==> src/rtl/lcd_line_loader_pkg.sv <==
package lcd_line_loader_pkg;

  // Strobes issued by the control to the datapath in one system cycle.
  typedef struct packed {
    logic nibStore;  // hold the first nibble of a group
    logic groupWr;   // write one complete group into the data latch
    logic lineXfer;  // copy data latch into line latch
    logic lineClr;   // force line latch to zero
  } loadStrobe_t;

endpackage

==> src/rtl/lcd_load_ctrl.sv <==
module lcd_load_ctrl
  import lcd_line_loader_pkg::*;
#(
  parameter int NUM_GROUPS = 20,
  parameter int GIDX_W     = $clog2(NUM_GROUPS + 1)
) (
  input  logic              clk,
  input  logic              rstN,
  input  logic              dataClk,
  input  logic              latchPulse,
  input  logic              busWidth8,
  input  logic              enIn,
  input  logic              dispOn,
  output loadStrobe_t       strb,
  output logic [GIDX_W-1:0] groupIdx,
  output logic              enOutLow
);

  localparam logic [GIDX_W-1:0] LAST_GROUP = GIDX_W'(NUM_GROUPS - 1);

  logic dataClkQ, latchQ;
  logic active, done, eoLow, nibPhase;
  logic [GIDX_W-1:0] groupCnt;

  logic dataFall, latchFall, take, completes, lastGroup;

  assign dataFall  = dataClkQ & ~dataClk;
  assign latchFall = latchQ & ~latchPulse;
  assign take      = dataFall & ~latchFall & ~done & (active | ~enIn);
  assign completes = take & (busWidth8 | nibPhase);
  assign lastGroup = (groupCnt == LAST_GROUP);

  always_comb begin
    strb.nibStore = take & ~busWidth8 & ~nibPhase;
    strb.groupWr  = completes;
    strb.lineXfer = latchFall;
    strb.lineClr  = ~dispOn;
  end

  always_ff @(posedge clk or negedge rstN) begin
    if (!rstN) begin
      dataClkQ <= 1'b0;
      latchQ   <= 1'b0;
      active   <= 1'b0;
      done     <= 1'b0;
      eoLow    <= 1'b0;
      nibPhase <= 1'b0;
      groupCnt <= '0;
    end else begin
      dataClkQ <= dataClk;
      latchQ   <= latchPulse;
      if (latchFall) begin
        active   <= 1'b0;
        done     <= 1'b0;
        eoLow    <= 1'b0;
        nibPhase <= 1'b0;
        groupCnt <= '0;
      end else begin
        if (dataFall && eoLow) eoLow <= 1'b0;
        if (take) begin
          active   <= 1'b1;
          nibPhase <= busWidth8 ? 1'b0 : ~nibPhase;
        end
        if (completes) begin
          groupCnt <= groupCnt + GIDX_W'(1);
          if (lastGroup) begin
            done   <= 1'b1;
            active <= 1'b0;
            eoLow  <= 1'b1;
          end
        end
      end
    end
  end

  assign groupIdx = groupCnt;
  assign enOutLow = eoLow;


  eo_single_period_chk: assert property (@(posedge clk) disable iff (!rstN)
    (eoLow && dataFall) |=> !eoLow);


  full_line_only_chk: assert property (@(posedge clk) disable iff (!rstN)
    $rose(done) |-> ($past(groupCnt) == LAST_GROUP));


  latch_restart_chk: assert property (@(posedge clk) disable iff (!rstN)
    latchFall |=> (groupCnt == '0 && !eoLow && !active && !done));

endmodule

==> src/rtl/lcd_load_datapath.sv <==
module lcd_load_datapath
  import lcd_line_loader_pkg::*;
#(
  parameter int NUM_OUT    = 160,
  parameter int GROUP_W    = 8,
  parameter int NUM_GROUPS = NUM_OUT / GROUP_W,
  parameter int GIDX_W     = $clog2(NUM_GROUPS + 1)
) (
  input  logic               clk,
  input  logic               rstN,
  input  loadStrobe_t        strb,
  input  logic [GIDX_W-1:0]  groupIdx,
  input  logic               fillFwd,
  input  logic               busWidth8,
  input  logic [GROUP_W-1:0] dataIn,
  output logic [NUM_OUT-1:0] lineBits
);

  localparam int HALF_W = GROUP_W / 2;

  logic [HALF_W-1:0]     nibHold;
  logic [GROUP_W-1:0]    groupIn, groupRev, slice;
  logic [NUM_GROUPS-1:0] slotHit;
  logic [NUM_OUT-1:0]    dataLatch, lineLatch;

  assign groupIn = busWidth8 ? dataIn : {nibHold, dataIn[HALF_W-1:0]};

  for (genvar j = 0; j < GROUP_W; j++) begin : g_rev
    assign groupRev[j] = groupIn[GROUP_W-1-j];
  end

  // Forward fill puts the MSB at the lowest output of the slot.
  assign slice = fillFwd ? groupRev : groupIn;

  for (genvar s = 0; s < NUM_GROUPS; s++) begin : g_slot
    localparam logic [GIDX_W-1:0] FWD_IDX = GIDX_W'(s);
    localparam logic [GIDX_W-1:0] REV_IDX = GIDX_W'(NUM_GROUPS - 1 - s);
    assign slotHit[s] = fillFwd ? (groupIdx == FWD_IDX) : (groupIdx == REV_IDX);
  end

  always_ff @(posedge clk or negedge rstN) begin
    if (!rstN) begin
      nibHold   <= '0;
      dataLatch <= '0;
    end else begin
      if (strb.nibStore) nibHold <= dataIn[HALF_W-1:0];
      for (int s = 0; s < NUM_GROUPS; s++) begin
        if (strb.groupWr && slotHit[s]) dataLatch[s*GROUP_W +: GROUP_W] <= slice;
      end
    end
  end

  always_ff @(posedge clk or negedge rstN) begin
    if (!rstN)              lineLatch <= '0;
    else if (strb.lineClr)  lineLatch <= '0;
    else if (strb.lineXfer) lineLatch <= dataLatch;
  end

  assign lineBits = lineLatch;


  blank_clears_line_chk: assert property (@(posedge clk) disable iff (!rstN)
    strb.lineClr |=> (lineLatch == '0));


  line_copy_chk: assert property (@(posedge clk) disable iff (!rstN)
    (strb.lineXfer && !strb.lineClr) |=> (lineLatch == $past(dataLatch)));


  line_hold_chk: assert property (@(posedge clk) disable iff (!rstN)
    (!strb.lineXfer && !strb.lineClr) |=> $stable(lineLatch));

endmodule

==> src/rtl/lcd_level_encoder.sv <==
module lcd_level_encoder #(
  parameter int NUM_OUT = 160
) (
  input  logic [NUM_OUT-1:0]   lineBits,
  input  logic                 frame,
  input  logic                 dispOn,
  output logic [2*NUM_OUT-1:0] codes
);

  for (genvar i = 0; i < NUM_OUT; i++) begin : g_code
    assign codes[2*i +: 2] = dispOn ? {frame, ~(frame ^ lineBits[i])} : 2'b00;
  end

endmodule

==> src/rtl/lcd_line_loader.sv <==
module lcd_line_loader
  import lcd_line_loader_pkg::*;
#(
  parameter int NUM_OUT = 160,
  parameter int GROUP_W = 8
) (
  input  logic                 clk,
  input  logic                 rstN,
  input  logic                 dataClk,
  input  logic                 latchPulse,
  input  logic                 busWidth8,
  input  logic                 fillFwd,
  input  logic [GROUP_W-1:0]   dataIn,
  input  logic                 dispOn,
  input  logic                 frame,
  input  logic                 eio1In,
  input  logic                 eio2In,
  output logic                 eio1Out,
  output logic                 eio1OutEn,
  output logic                 eio2Out,
  output logic                 eio2OutEn,
  output logic [NUM_OUT-1:0]   lineBits,
  output logic [2*NUM_OUT-1:0] driveCodes
);

  localparam int NUM_GROUPS = NUM_OUT / GROUP_W;
  localparam int GIDX_W     = $clog2(NUM_GROUPS + 1);

  loadStrobe_t       strb;
  logic [GIDX_W-1:0] groupIdx;
  logic              enIn, enOutLow;

  assign enIn      = fillFwd ? eio1In : eio2In;
  assign eio1OutEn = ~fillFwd;
  assign eio2OutEn = fillFwd;
  assign eio1Out   = fillFwd ? 1'b1 : ~enOutLow;
  assign eio2Out   = fillFwd ? ~enOutLow : 1'b1;

  lcd_load_ctrl #(.NUM_GROUPS(NUM_GROUPS), .GIDX_W(GIDX_W)) i_ctrl (
    .clk, .rstN, .dataClk, .latchPulse, .busWidth8, .enIn, .dispOn,
    .strb, .groupIdx, .enOutLow
  );

  lcd_load_datapath #(.NUM_OUT(NUM_OUT), .GROUP_W(GROUP_W),
                      .NUM_GROUPS(NUM_GROUPS), .GIDX_W(GIDX_W)) i_dp (
    .clk, .rstN, .strb, .groupIdx, .fillFwd, .busWidth8, .dataIn, .lineBits
  );

  lcd_level_encoder #(.NUM_OUT(NUM_OUT)) i_enc (
    .lineBits, .frame, .dispOn, .codes(driveCodes)
  );


  blank_codes_chk: assert property (@(posedge clk) disable iff (!rstN)
    !dispOn |-> (driveCodes == '0));

endmodule

==> config.mk <==
export PLATFORM = sky130hd
export DESIGN_NAME = lcd_line_loader
export DESIGN_NICKNAME = d
export VERILOG_FILES = /design/src/rtl/lcd_line_loader_pkg.sv /design/src/rtl/lcd_load_ctrl.sv /design/src/rtl/lcd_load_datapath.sv /design/src/rtl/lcd_level_encoder.sv /design/src/rtl/lcd_line_loader.sv
export SDC_FILE = /design/constraint.sdc
export NUM_CORES = 1
export LEC_CHECK = 0
export BUFFER_PORTS_ARGS = -buffer_cell sky130_fd_sc_hd__buf_2
export CAP_MARGIN = 10
export CORE_MARGIN = 5
export CORE_UTILIZATION = 30
export CTS_BUF_LIST = sky130_fd_sc_hd__clkbuf_4 sky130_fd_sc_hd__clkbuf_8
export DETAILED_ROUTE_END_ITERATION = 16
export GPL_ROUTABILITY_DRIVEN = 1
export SYNTH_ARGS = -nofsm -noshare
export SYNTH_HDL_FRONTEND = slang
export SYNTH_SLANG_ARGS = --single-unit
==> constraint.sdc <==
create_clock -name clk -period 7.1 [get_ports clk]
set_input_delay 1.775 -clock clk [delete_from_list [all_inputs] [get_ports clk]]
set_output_delay 1.775 -clock clk [all_outputs]
set_load 0.02 [all_outputs]
==> qor.txt <==
Path type of the worst min-delay path = reg2reg
Cells after DPL = 2708
Most used DFF post-synth = sky130_fd_sc_hd__dfrtp_1
Post-detailed-placement cell area = 0.0198 mm2
Remaining number of nets flagged by the antenna check after routing = 0
Final Net Count = 2017
Number of clock sinks = 335
Number of placement rows = 89
Routability cong. = 0.742
Floorplan die area = 0.0641 mm2
Detailed Place HPWL = 34000 um
Filler cell count = 5897
Cell Count, Final, Fillers Out = 2811
Cell breakdown of the critical path = buf_8 > and2_4 > buf_2
Hold Violations, Final = 0
Sequential Power Share = 43.1%
H-tree depth = 2
Post-route cell area = 0.0211 mm2
Number of buffers inserted by port buffering = 501
Setup TNS Final = 0 ps
Die width = 253 um
Via count of the first global-routing pass = 12700
Master cell of the clock root buffer = sky130_fd_sc_hd__clkbuf_8
Outcome = finished, final reports clean
Area contributors post-synth = sky130_fd_sc_hd__dfrtp_1, sky130_fd_sc_hd__mux2_2, sky130_fd_sc_hd__xnor2_1
Critical path class = in2out
Proportion of layout cells with a drive suffix above 1 = 40.1%
Pin count of the biggest net entering global routing = 163
Seq cells post-synth = 335
I/O pins = 502
Clock period minus worst slack = 5340 ps
Cell area after synthesis = 0.0177 mm2
Largest fanout of any net on the critical path = 160
Post-layout util = 35.9%
Post-CTS Hold Fix Bufs = 0
Area share of the leading cell type in the synthesized netlist = 47.3%
EDFF count, synth = 0
Yosys cell types = 38
Maximum ir drop on the vdd rail = 0.000121 V
Max incr delay on CP = 920 ps
Cell type with the highest aggregate area in the netlist = sky130_fd_sc_hd__dfrtp_1
Cell leakage power = 0.0103 uW
Maximum number of buffers from clock root to sink = 3
Actual transition at the worst max-transition pin = 1180 ps
Max-slew headroom at the worst pin = 20.8%
Initial core utilization = 30.1%
Most instantiated library cell after synthesis = sky130_fd_sc_hd__dfrtp_1
Clock tree from TritonCTS = yes
Storage cell area = 0.00838 mm2
Number of setup violations in the final report = 0
Core region area = 0.0588 mm2
Post_cts resized = 0
Power share of the clock group = 41.4%
Final Skew = 33.6 ps
Grt met3 use = 3.04%
Worst hold margin = 487 ps
Crit path required time = 5330 ps
Synthesized net count = 1718
Final-report max-slew violation count = 0
Met1 capacity usage during global routing = 20.5%
YS warnings = 0
Drt first pass iters = 4
Total Routed Length = 51000 um
Critical Path End Type = primary output
P&R area growth vs syn = 19.1%
Worst skew pair latency = 660 ps
Met2 demand-to-capacity share in global routing = 25.7%
Slowest CP cell = sky130_fd_sc_hd__and2_4
Gr busiest metal = met2
# Post-CTS Setup Buffers = 0
Setup crit start kind = primary input
DR vias/cell = 4.51
Net Sw Frac = 28.9%
GR Util All Layers = 15.3%
Number of cells produced by synthesis = 1695
Detailed-route wire length per cell = 18.1 um
Portion of total power attributed to combinational logic = 15.5%
Average footprint of a synthesized cell = 10.5 um2
Fraction of the yosys area taken by sequential cells = 47.3%
TritonCTS buffer count = 57
Critical Path AT = 3570 ps
Antenna violations before repair = 3
Clock-pin slew on the worst setup and hold paths = 60 ps
Unrepaired setup endpoints after global routing = false
Iter 0 DRT Violations = 405
Fraction of synthesis flops using an asynchronous set or reset pin = 100%
Int Power = 3420 uW
Via count of the routed design = 12700
Net switching power = 1390 uW
Die span in y = 253 um
Number of remaining DRC errors = 0
Leading cell types by count after synthesis = sky130_fd_sc_hd__dfrtp_1, sky130_fd_sc_hd__nand2_1, sky130_fd_sc_hd__mux2_2, sky130_fd_sc_hd__and2_1, sky130_fd_sc_hd__buf_4
Max Clk Rate = 187 MHz
Global route total overflow = 0
First-pass GRT wire length = 76900 um
Multi-input combinational cell area = 0.00771 mm2
Part of the cycle the worst path needs = 75.2%
Max-capacitance violation count = 0
PD cells = 228 mW/mm2
==> final cells by class <==
| class | instances | share of cell area [%] |
|---|---|---|
| tap | 773 | 4.58 |
| sequential | 335 | 39.7 |
| clock inverter | 10 | 0.789 |
| multi-input combinational | 1078 | 36.5 |
| antenna | 1 | 0.0119 |
| timing repair buffer | 516 | 12.7 |
| inverter | 6 | 0.107 |
| clock buffer | 92 | 5.53 |
==> cell usage in the layout, fill, tap and decap left out, types with 2 or more instances in the layout <==
cell type / Yosys / routed
sky130_fd_sc_hd__nor3_1: 2 / 2
sky130_fd_sc_hd__ha_1: 5 / 5
sky130_fd_sc_hd__clkbuf_8: 0 / 76
sky130_fd_sc_hd__a21boi_0: 161 / 161
sky130_fd_sc_hd__bufinv_16: 0 / 3
sky130_fd_sc_hd__buf_8: 0 / 2
sky130_fd_sc_hd__buf_12: 0 / 3
sky130_fd_sc_hd__and2_1: 164 / 163
sky130_fd_sc_hd__and3_1: 2 / 2
sky130_fd_sc_hd__clkbuf_4: 0 / 16
sky130_fd_sc_hd__o21a_1: 2 / 2
sky130_fd_sc_hd__nor3_2: 4 / 4
sky130_fd_sc_hd__nor2_1: 17 / 14
sky130_fd_sc_hd__mux2_2: 165 / 165
sky130_fd_sc_hd__nor2_4: 0 / 3
sky130_fd_sc_hd__and3b_1: 2 / 2
sky130_fd_sc_hd__a21oi_1: 7 / 5
sky130_fd_sc_hd__mux2i_1: 18 / 18
sky130_fd_sc_hd__nor2b_1: 6 / 5
sky130_fd_sc_hd__nand2_1: 327 / 327
sky130_fd_sc_hd__mux2_1: 6 / 6
sky130_fd_sc_hd__buf_2: 13 / 498
sky130_fd_sc_hd__dfrtp_1: 335 / 335
sky130_fd_sc_hd__a21oi_4: 0 / 2
sky130_fd_sc_hd__nor3_4: 16 / 16
sky130_fd_sc_hd__buf_4: 163 / 12
sky130_fd_sc_hd__xnor2_1: 160 / 160
sky130_fd_sc_hd__clkinv_2: 0 / 3
sky130_fd_sc_hd__inv_1: 5 / 5
==> worst max-delay path: cells and delay by family <==
kind	cells	cell delay, ps
and+or+nand+nor	1	920
buffers and inverters	2	750
==> metrics by stage <==
step                total power [uW]  worst slack [ps]
floorplan                       2630               846
global route                    5030              1560
CTS                             4900              1710
global placement                2850              1810
detailed placement              2870              1720
finish                          4800              1760
==> logic make-up after synthesis <==
group | synth area share, %
buffers and inverters | 9.56
XOR/XNOR | 7.91
AND/OR/NAND/NOR | 15.6
multiplexers | 11.9
adder cells (fa/ha/maj) | 0.353
flip-flops | 47.3
AO/OA/AOI/OAI | 7.41
==> per-layer routing <==
metal | vias up | part of all wire [%]
met5 | - | 0.026
met4 | 2 | 1.9
met3 | 68 | 6.1
met2 | 409 | 48
met1 | 6274 | 44
li1 | 5924 | -
==> power by group through the flow <==
| stage | registers [uW] | clock network [uW] | logic, uW |
|---|---|---|---|
| 2_1_floorplan | 2100 | 0 | 530 |
| 3_3_place_gp | 2100 | 0 | 753 |
| 3_5_place_dp | 2100 | 0 | 765 |
| 4_1_cts | 2070 | 2060 | 765 |
| 5_1_grt | 2080 | 2140 | 814 |
| 6_report | 2070 | 1990 | 747 |
==> final timing paths <==
check	from	end	slack (ps)	depth (start not counted)
hold / removal	i_dp.dataLatch[28]	i_dp.dataLatch[28]	490	1
min in group asynchronous	rstN	i_dp.dataLatch[39]	1150	1
hold reg to reg	i_dp.dataLatch[28]	i_dp.dataLatch[28]	490	1
max in group asynchronous	rstN	i_dp.lineBits[138]	4420	2
setup reg to reg	i_ctrl.latchQ	i_dp.lineBits[69]	4330	5
setup / recovery	frame	driveCodes[3]	1760	3
==> state kept, by name, indices dropped and copies added (netlist names) <==
register         cells
i_dp.dataLatch     160
i_dp.lineBits      160
i_ctrl.groupIdx      5
i_dp.nibHold         4
i_ctrl.active        1
i_ctrl.dataClkQ      1
i_ctrl.done          1
i_ctrl.enOutLow      1
i_ctrl.latchQ        1
i_ctrl.nibPhase      1
No activity file was read; power rests on OpenSTA's default activity.
